**config.mk**
```make
export PLATFORM = sky130hd
export DESIGN_NAME = mtag_check_unit
export DESIGN_NICKNAME = d
export VERILOG_FILES = /design/src/rtl/mtag_pkg.sv /design/src/rtl/mtag_gate.sv /design/src/rtl/mtag_store.sv /design/src/rtl/mtag_check_unit.sv
export SDC_FILE = /design/constraint.sdc
export NUM_CORES = 1
export LEC_CHECK = 0
export CORE_MARGIN = 3
export CORE_UTILIZATION = 39
export CTS_CLUSTER_DIAMETER = 150
export DETAILED_ROUTE_END_ITERATION = 10
export PLACE_DENSITY_LB_ADDON = 0.05
export SETUP_SLACK_MARGIN = 0.1
export SYNTH_ARGS = -nofsm -noshare
export SYNTH_HDL_FRONTEND = slang
export SYNTH_HIERARCHICAL = 1
export SYNTH_SLANG_ARGS = --single-unit
```
**constraint.sdc**
```tcl
create_clock -name clk -period 2.95 [get_ports clk]
set_clock_uncertainty 0.1 [all_clocks]
set_input_delay 0.59 -clock clk [delete_from_list [all_inputs] [get_ports clk]]
set_output_delay 0.59 -clock clk [all_outputs]
set_load 0.03 [all_outputs]
```
**src/rtl/mtag_pkg.sv**
```systemverilog
package mtag_pkg;

    localparam logic [2:0] KIND_IFETCH = 3'd2;
    localparam logic [2:0] KIND_WALK   = 3'd3;

    typedef enum logic [1:0] {
        ST_IDLE     = 2'd0,
        ST_SKIPPED  = 2'd1,
        ST_MATCH    = 2'd2,
        ST_MISMATCH = 2'd3
    } chk_state_e;

    function automatic logic [3:0] phys_tag(input logic [3:0] ltag, input logic b55);
        return ltag + {3'b000, b55};
    endfunction

endpackage

```
**src/rtl/mtag_gate.sv**
```systemverilog
module mtag_gate
    import mtag_pkg::*;
(
    input  logic [4:0] tag_field,
    input  logic [2:0] kind,
    input  logic       tbi_en,
    input  logic       match_all_en,
    input  logic       tag_access_en,
    input  logic       check_override,
    input  logic       unchecked_insn,
    output logic       need_check,
    output logic [3:0] ptag
);

    logic field_uniform;
    logic kind_exempt;

    always_comb begin
        field_uniform = (&tag_field) || (~|tag_field);
        kind_exempt   = (kind == KIND_IFETCH) || (kind == KIND_WALK);
        need_check    = tbi_en
                      && !(match_all_en && field_uniform)
                      && tag_access_en
                      && !kind_exempt
                      && !check_override
                      && !unchecked_insn;
        ptag          = phys_tag(tag_field[4:1], tag_field[0]);
    end

endmodule

```
**src/rtl/mtag_store.sv**
```systemverilog
module mtag_store #(
    parameter int IDX_W    = 4,
    parameter int GRAN_LSB = 4,
    localparam int DEPTH   = 1 << IDX_W
) (
    input  logic                clk,
    input  logic                rst_n,
    input  logic                acc_en,
    input  logic [IDX_W-1:0]    chk_idx,
    output logic [3:0]          chk_tag,
    input  logic                rd_valid,
    input  logic [IDX_W-1:0]    rd_idx,
    input  logic                rd_tagged,
    output logic [3:0]          rd_data,
    input  logic                wr_valid,
    input  logic [IDX_W-1:0]    wr_idx,
    input  logic [GRAN_LSB-1:0] wr_off,
    input  logic [3:0]          wr_data,
    input  logic                wr_tagged,
    output logic                wr_fault
);

    logic [DEPTH-1:0][3:0] mem_q;
    logic                  wr_misaligned;
    logic                  wr_commit;

    always_comb begin
        wr_misaligned = wr_valid && (wr_off != '0);
        wr_commit     = wr_valid && !wr_misaligned && acc_en && wr_tagged;
        chk_tag       = mem_q[chk_idx];
    end

    always_ff @(posedge clk or negedge rst_n) begin
        if (!rst_n) begin
            mem_q    <= '0;
            rd_data  <= '0;
            wr_fault <= 1'b0;
        end else begin
            wr_fault <= wr_misaligned;
            if (wr_commit) begin
                mem_q[wr_idx] <= wr_data;
            end
            if (rd_valid) begin
                rd_data <= (acc_en && rd_tagged) ? mem_q[rd_idx] : 4'h0;
            end
        end
    end

    AST_MISALIGNED_KEEPS: assert property (@(posedge clk) disable iff (!rst_n)
        wr_misaligned |=> (wr_fault && (mem_q == $past(mem_q)))) else $error("AST_MISALIGNED_KEEPS");

    AST_GATED_WRITE_KEEPS: assert property (@(posedge clk) disable iff (!rst_n)
        (wr_valid && (!acc_en || !wr_tagged)) |=> (mem_q == $past(mem_q))) else $error("AST_GATED_WRITE_KEEPS");

    AST_READ_ZERO: assert property (@(posedge clk) disable iff (!rst_n)
        (rd_valid && (!acc_en || !rd_tagged)) |=> (rd_data == 4'h0)) else $error("AST_READ_ZERO");

endmodule

```
**src/rtl/mtag_check_unit.sv**
```systemverilog
module mtag_check_unit
    import mtag_pkg::*;
#(
    parameter int GRAN_BYTES = 16,
    parameter int IDX_W      = 4
) (
    input  logic        clk,
    input  logic        rst_n,
    input  logic        req_valid,
    input  logic [63:0] req_addr,
    input  logic [2:0]  req_kind,
    input  logic        tbi_en,
    input  logic        match_all_en,
    input  logic        tag_access_en,
    input  logic        check_override,
    input  logic        unchecked_insn,
    input  logic        mem_tagged,
    input  logic        tag_wr_valid,
    input  logic [63:0] tag_wr_addr,
    input  logic [3:0]  tag_wr_data,
    input  logic        tag_wr_tagged,
    input  logic        tag_rd_valid,
    input  logic [63:0] tag_rd_addr,
    input  logic        tag_rd_tagged,
    output logic        chk_req,
    output logic        chk_pass,
    output logic        chk_fail,
    output logic [3:0]  tag_rd_data,
    output logic        tag_wr_fault
);

    localparam int GRAN_LSB = $clog2(GRAN_BYTES);
    localparam int IDX_HI   = GRAN_LSB + IDX_W;

    chk_state_e  state_q, state_d;
    logic        need_check;
    logic [3:0]  ptag;
    logic [3:0]  stored_tag;

    logic unused_addr_bits;
    assign unused_addr_bits = ^{req_addr[63:60], req_addr[54:IDX_HI], req_addr[GRAN_LSB-1:0],
                                tag_rd_addr[63:IDX_HI], tag_rd_addr[GRAN_LSB-1:0],
                                tag_wr_addr[63:IDX_HI]};

    mtag_gate u_gate (
        .tag_field      (req_addr[59:55]),
        .kind           (req_kind),
        .tbi_en         (tbi_en),
        .match_all_en   (match_all_en),
        .tag_access_en  (tag_access_en),
        .check_override (check_override),
        .unchecked_insn (unchecked_insn),
        .need_check     (need_check),
        .ptag           (ptag)
    );

    mtag_store #(
        .IDX_W    (IDX_W),
        .GRAN_LSB (GRAN_LSB)
    ) u_store (
        .clk       (clk),
        .rst_n     (rst_n),
        .acc_en    (tag_access_en),
        .chk_idx   (req_addr[IDX_HI-1:GRAN_LSB]),
        .chk_tag   (stored_tag),
        .rd_valid  (tag_rd_valid),
        .rd_idx    (tag_rd_addr[IDX_HI-1:GRAN_LSB]),
        .rd_tagged (tag_rd_tagged),
        .rd_data   (tag_rd_data),
        .wr_valid  (tag_wr_valid),
        .wr_idx    (tag_wr_addr[IDX_HI-1:GRAN_LSB]),
        .wr_off    (tag_wr_addr[GRAN_LSB-1:0]),
        .wr_data   (tag_wr_data),
        .wr_tagged (tag_wr_tagged),
        .wr_fault  (tag_wr_fault)
    );

    always_comb begin
        if (!req_valid) begin
            state_d = ST_IDLE;
        end else if (!need_check) begin
            state_d = ST_SKIPPED;
        end else if (!mem_tagged || (ptag == stored_tag)) begin
            state_d = ST_MATCH;
        end else begin
            state_d = ST_MISMATCH;
        end
    end

    always_ff @(posedge clk or negedge rst_n) begin
        if (!rst_n) begin
            state_q <= ST_IDLE;
        end else begin
            state_q <= state_d;
        end
    end

    always_comb begin
        chk_req  = 1'b0;
        chk_pass = 1'b0;
        chk_fail = 1'b0;
        unique case (state_q)
            ST_IDLE: begin
            end
            ST_SKIPPED: begin
                chk_pass = 1'b1;
            end
            ST_MATCH: begin
                chk_req  = 1'b1;
                chk_pass = 1'b1;
            end
            ST_MISMATCH: begin
                chk_req  = 1'b1;
                chk_fail = 1'b1;
            end
            default: begin
            end
        endcase
    end

    AST_TBI_OFF_SKIPS: assert property (@(posedge clk) disable iff (!rst_n)
        (req_valid && !tbi_en) |=> (chk_pass && !chk_req)) else $error("AST_TBI_OFF_SKIPS");

    AST_MATCH_ALL_SKIPS: assert property (@(posedge clk) disable iff (!rst_n)
        (req_valid && match_all_en && ((&req_addr[59:55]) || (~|req_addr[59:55]))) |=> !chk_req) else $error("AST_MATCH_ALL_SKIPS");

    AST_EXEMPT_KIND_SKIPS: assert property (@(posedge clk) disable iff (!rst_n)
        (req_valid && ((req_kind == KIND_IFETCH) || (req_kind == KIND_WALK))) |=> (chk_pass && !chk_req)) else $error("AST_EXEMPT_KIND_SKIPS");

    AST_UNTAGGED_PASSES: assert property (@(posedge clk) disable iff (!rst_n)
        (req_valid && !mem_tagged) |=> (chk_pass && !chk_fail)) else $error("AST_UNTAGGED_PASSES");

    AST_NO_REQ_QUIET: assert property (@(posedge clk) disable iff (!rst_n)
        !req_valid |=> (!chk_req && !chk_pass && !chk_fail)) else $error("AST_NO_REQ_QUIET");

    AST_FAIL_NEEDS_REQ: assert property (@(posedge clk) disable iff (!rst_n)
        chk_fail |-> (chk_req && !chk_pass)) else $error("AST_FAIL_NEEDS_REQ");

endmodule

```
==> flow_metrics.py <==
metrics = {
    "worst_setup_path": {
        "worstPathArrival_ns": 2.83,
        "cp_max_fo": 7,
        "endpoint_kind": "flop",
        "worst-setup-path-type": "primary input to flop",
        "required_ns": 3.08,
        "critPathLaunchType": "primary input",
    },
    "clocking": {
        "postCtsSetupBuffers": 0,
        "path_clk_slew_ns": 0.09,
        "clock_latency_ns": 0.35,
        "root_buffer": "clkbuf_8",
        "cts_tree": "built",
        "holdBufCountCts": 0,
        "cts_buffer_depth": 2,
        "cts_max_level": 3,
        "cts_inserted_buffers": 9,
        "cts_sinks": 71,
    },
    "sta": {
        "rsz0062_at_grt": "no",
        "setup_tns_ns": 0,
        "finalCritPeriodShare_pct": 91.51,
        "whs_ns": 0.1349,
        "max-slew-margin-rel_pct": 57.73,
        "fmax_ghz": 0.3704,
        "hold_violations": 0,
        "finalCriticalPeriod_ns": 2.700,
        "finalSetupViolCount": 0,
        "worst_slew_pin_slew_ns": 0.6321,
        "maxSlewViolCount": 0,
        "final.setup.worst_slack_ns": 0.2503,
    },
    "power_and_ir_drop": {
        "switchingPower_uw": 534.1,
        "seq_power_share_pct": 50.5,
        "p_leak_nw": 2.247,
        "pwr-share-clk_pct": 37.4,
        "power.density_nw_per_um2": 395.4,
        "ir_drop_uv": 196.8,
        "pwr-share-comb_pct": 12.1,
        "p_sw_share_pct": 27.01,
        "intPower_mw": 1.443,
    },
    "synthesis": {
        "synth_edf_count": 0,
        "ys_ff_latch": 71,
        "syn-num-nets": 478,
        "avgSynthCellArea_um2": 15.11,
        "ys_warn_count": 6,
        "synth_common_cells": "71 x dfrtp_1, 64 x mux2_2, 36 x mux4_2",
        "synth_top_area_share_pct": 45.05,
        "postSynth.asyncResetShare_pct": 100.0,
        "synthCells": 261,
        "syn_area_um2": 3944,
        "synthTopCellsByArea": "dfrtp_1 45%, mux4_2 21%, mux2_2 18%, mux2i_1 2.0%, ha_1 1.6%",
        "yosys.cell_count.top_type": "dfrtp_1",
        "ys_seq_area_share_pct": 45.05,
        "yosysTopAreaCell": "dfrtp_1",
        "synth_ff_type": "dfrtp_1",
        "ys_types": 36,
    },
    "global_routing": {
        "grt_pass1_vias": 2750,
        "grt_usage_pct": 18.98,
        "grt.overflow.total": 0,
        "grt_max_degree": 49,
        "grt_antenna_before_repair": 1,
        "grt_pass1_wl_mm": 15.88,
    },
    "floorplan": {
        "die_x_um": 106.6,
        "core_area_um2": 9819,
        "ios": 220,
        "start_util_pct": 40.16,
        "fp-row-count": 36,
        "fp.dieArea_um2": 11360,
        "die_height_um": 106.6,
    },
    "finish": {
        "layout.cells.non_filler": 474,
        "seqCellArea_um2": 1777,
        "multi_input_area_um2": 2073,
        "drive_above_1_share_pct": 46.33,
        "diodes": 0,
        "fillCellCount": 879,
        "layout.nets": 553,
        "final_area_um2": 5001,
        "area_growth_pct": 26.81,
    },
    "detailed_routing": {
        "vias_per_cell": 5.409,
        "drc": 0,
        "drt_pass1_iterations": 6,
        "drtIter0Drc": 91,
        "vias": 2564,
        "wl_mm": 10.20,
        "ant_nets": 0,
        "post_drt_wl_per_cell_um": 21.51,
    },
    "placed_design": {
        "dp_cells": 457,
        "pre_cts_ws_ns": -0.3365,
        "place_area_um2": 4780,
        "gp_congestion": 0.8088,
        "portBuffers": 47,
        "place_hpwl_mm": 7.386,
    },
    "status": {
        "outcome": "finished clean",
    },
    "min_path": {
        "min_path_type": "primary input to async pin",
    },
    "run": {
        "drv_cap": 0,
    },
}
==> cells by family after synthesis <==
logic type      count (synthesis)  synth area share (%)
compound gates                 13                 2.284
mux                           108                 40.86
fa+ha+maj                       5                 1.586
xor+xnor                        6                 1.332
flops                          71                 45.05
buf+inv                        23                 2.570
simple gates                   35                 6.314
==> timing repair <==
item	CTS	global route
gates resized for setup	2	0
hold endpoints to repair	0	0
setup endpoints to repair	1	0
==> worst max-delay path, cell delays in order <==
cell,delay [ns]
dlygate4sd2_1,0.28
bufbuf_16,0.31
mux4_2,0.53
mux4_2,0.48
xor2_1,0.19
o41ai_2,0.34
a21boi_1,0.11
==> power by group through the flow <==
stage | Clock [mW] | Sequential, mW | Combinational (mW)
5_1_grt | 0.793 | 1.00 | 0.259
6_report | 0.740 | 0.998 | 0.240
2_1_floorplan | 0 | 1.02 | 0.101
4_1_cts | 0.758 | 0.998 | 0.244
3_5_place_dp | 0 | 1.02 | 0.236
3_3_place_gp | 0 | 1.02 | 0.235
==> flip-flops by register name (all words and copies together) (netlist names) <==
name,flops
state_q,2
u_store/mem_q,64
u_store/rd_data,4
u_store/wr_fault,1
==> path summary, 6_finish.rpt <==
check                                       start            endpoint  slack [ns]  cells after the start
worst max-delay path                  req_addr[4]          state_q[0]        0.25                      7
worst min-delay path                        rst_n  u_store/rd_data[3]        0.13                      1
worst max register to register   u_store/mem_q[1]          state_q[0]        0.67                      5
worst min register to register  u_store/mem_q[22]   u_store/mem_q[22]        0.43                      1
max in group asynchronous                   rst_n   u_store/mem_q[46]        1.93                      2
min in group clk                u_store/mem_q[22]   u_store/mem_q[22]        0.43                      1
==> stage by stage <==
step                power (mW)  utilization [%]
floorplan                1.117                -
finish                   1.978            50.93
detailed placement       1.253            48.67
global route             2.052            50.93
global placement         1.252            48.67
CTS                      2.001            50.93
==> layout make-up <==
cell class              instances  share of cell area, %
well taps                     133                  3.328
clock buffers                  10                  2.752
clock inverters                 6                 0.9007
flip-flops and latches         71                  35.53
inverters                      10                 0.7506
repair buffers                 77                  15.29
multi-input cells             167                  41.46
==> metal layers <==
metal / GRT usage (%) / routed length, µm
met5: 0 / 13
met4: 8.950 / 344
met3: 3.643 / 411
met2: 29.81 / 4764
met1: 25.42 / 4662
==> cell usage in the layout, fill, tap and decap left out, types with 2 or more instances in the layout <==
master	count
mux2_2	64
buf_4	25
nand4b_1	3
clkbuf_8	10
buf_12	4
mux2i_1	8
nor4_4	2
mux4_2	36
ha_1	5
nand2_1	2
o21bai_1	4
clkinvlp_4	3
nor3_2	5
o22ai_1	4
clkdlybuf4s50_1	45
xor2_1	5
dfrtp_1	71
nor2_1	11
nand2b_1	2
inv_1	10
(Power assumes the default switching activity.)
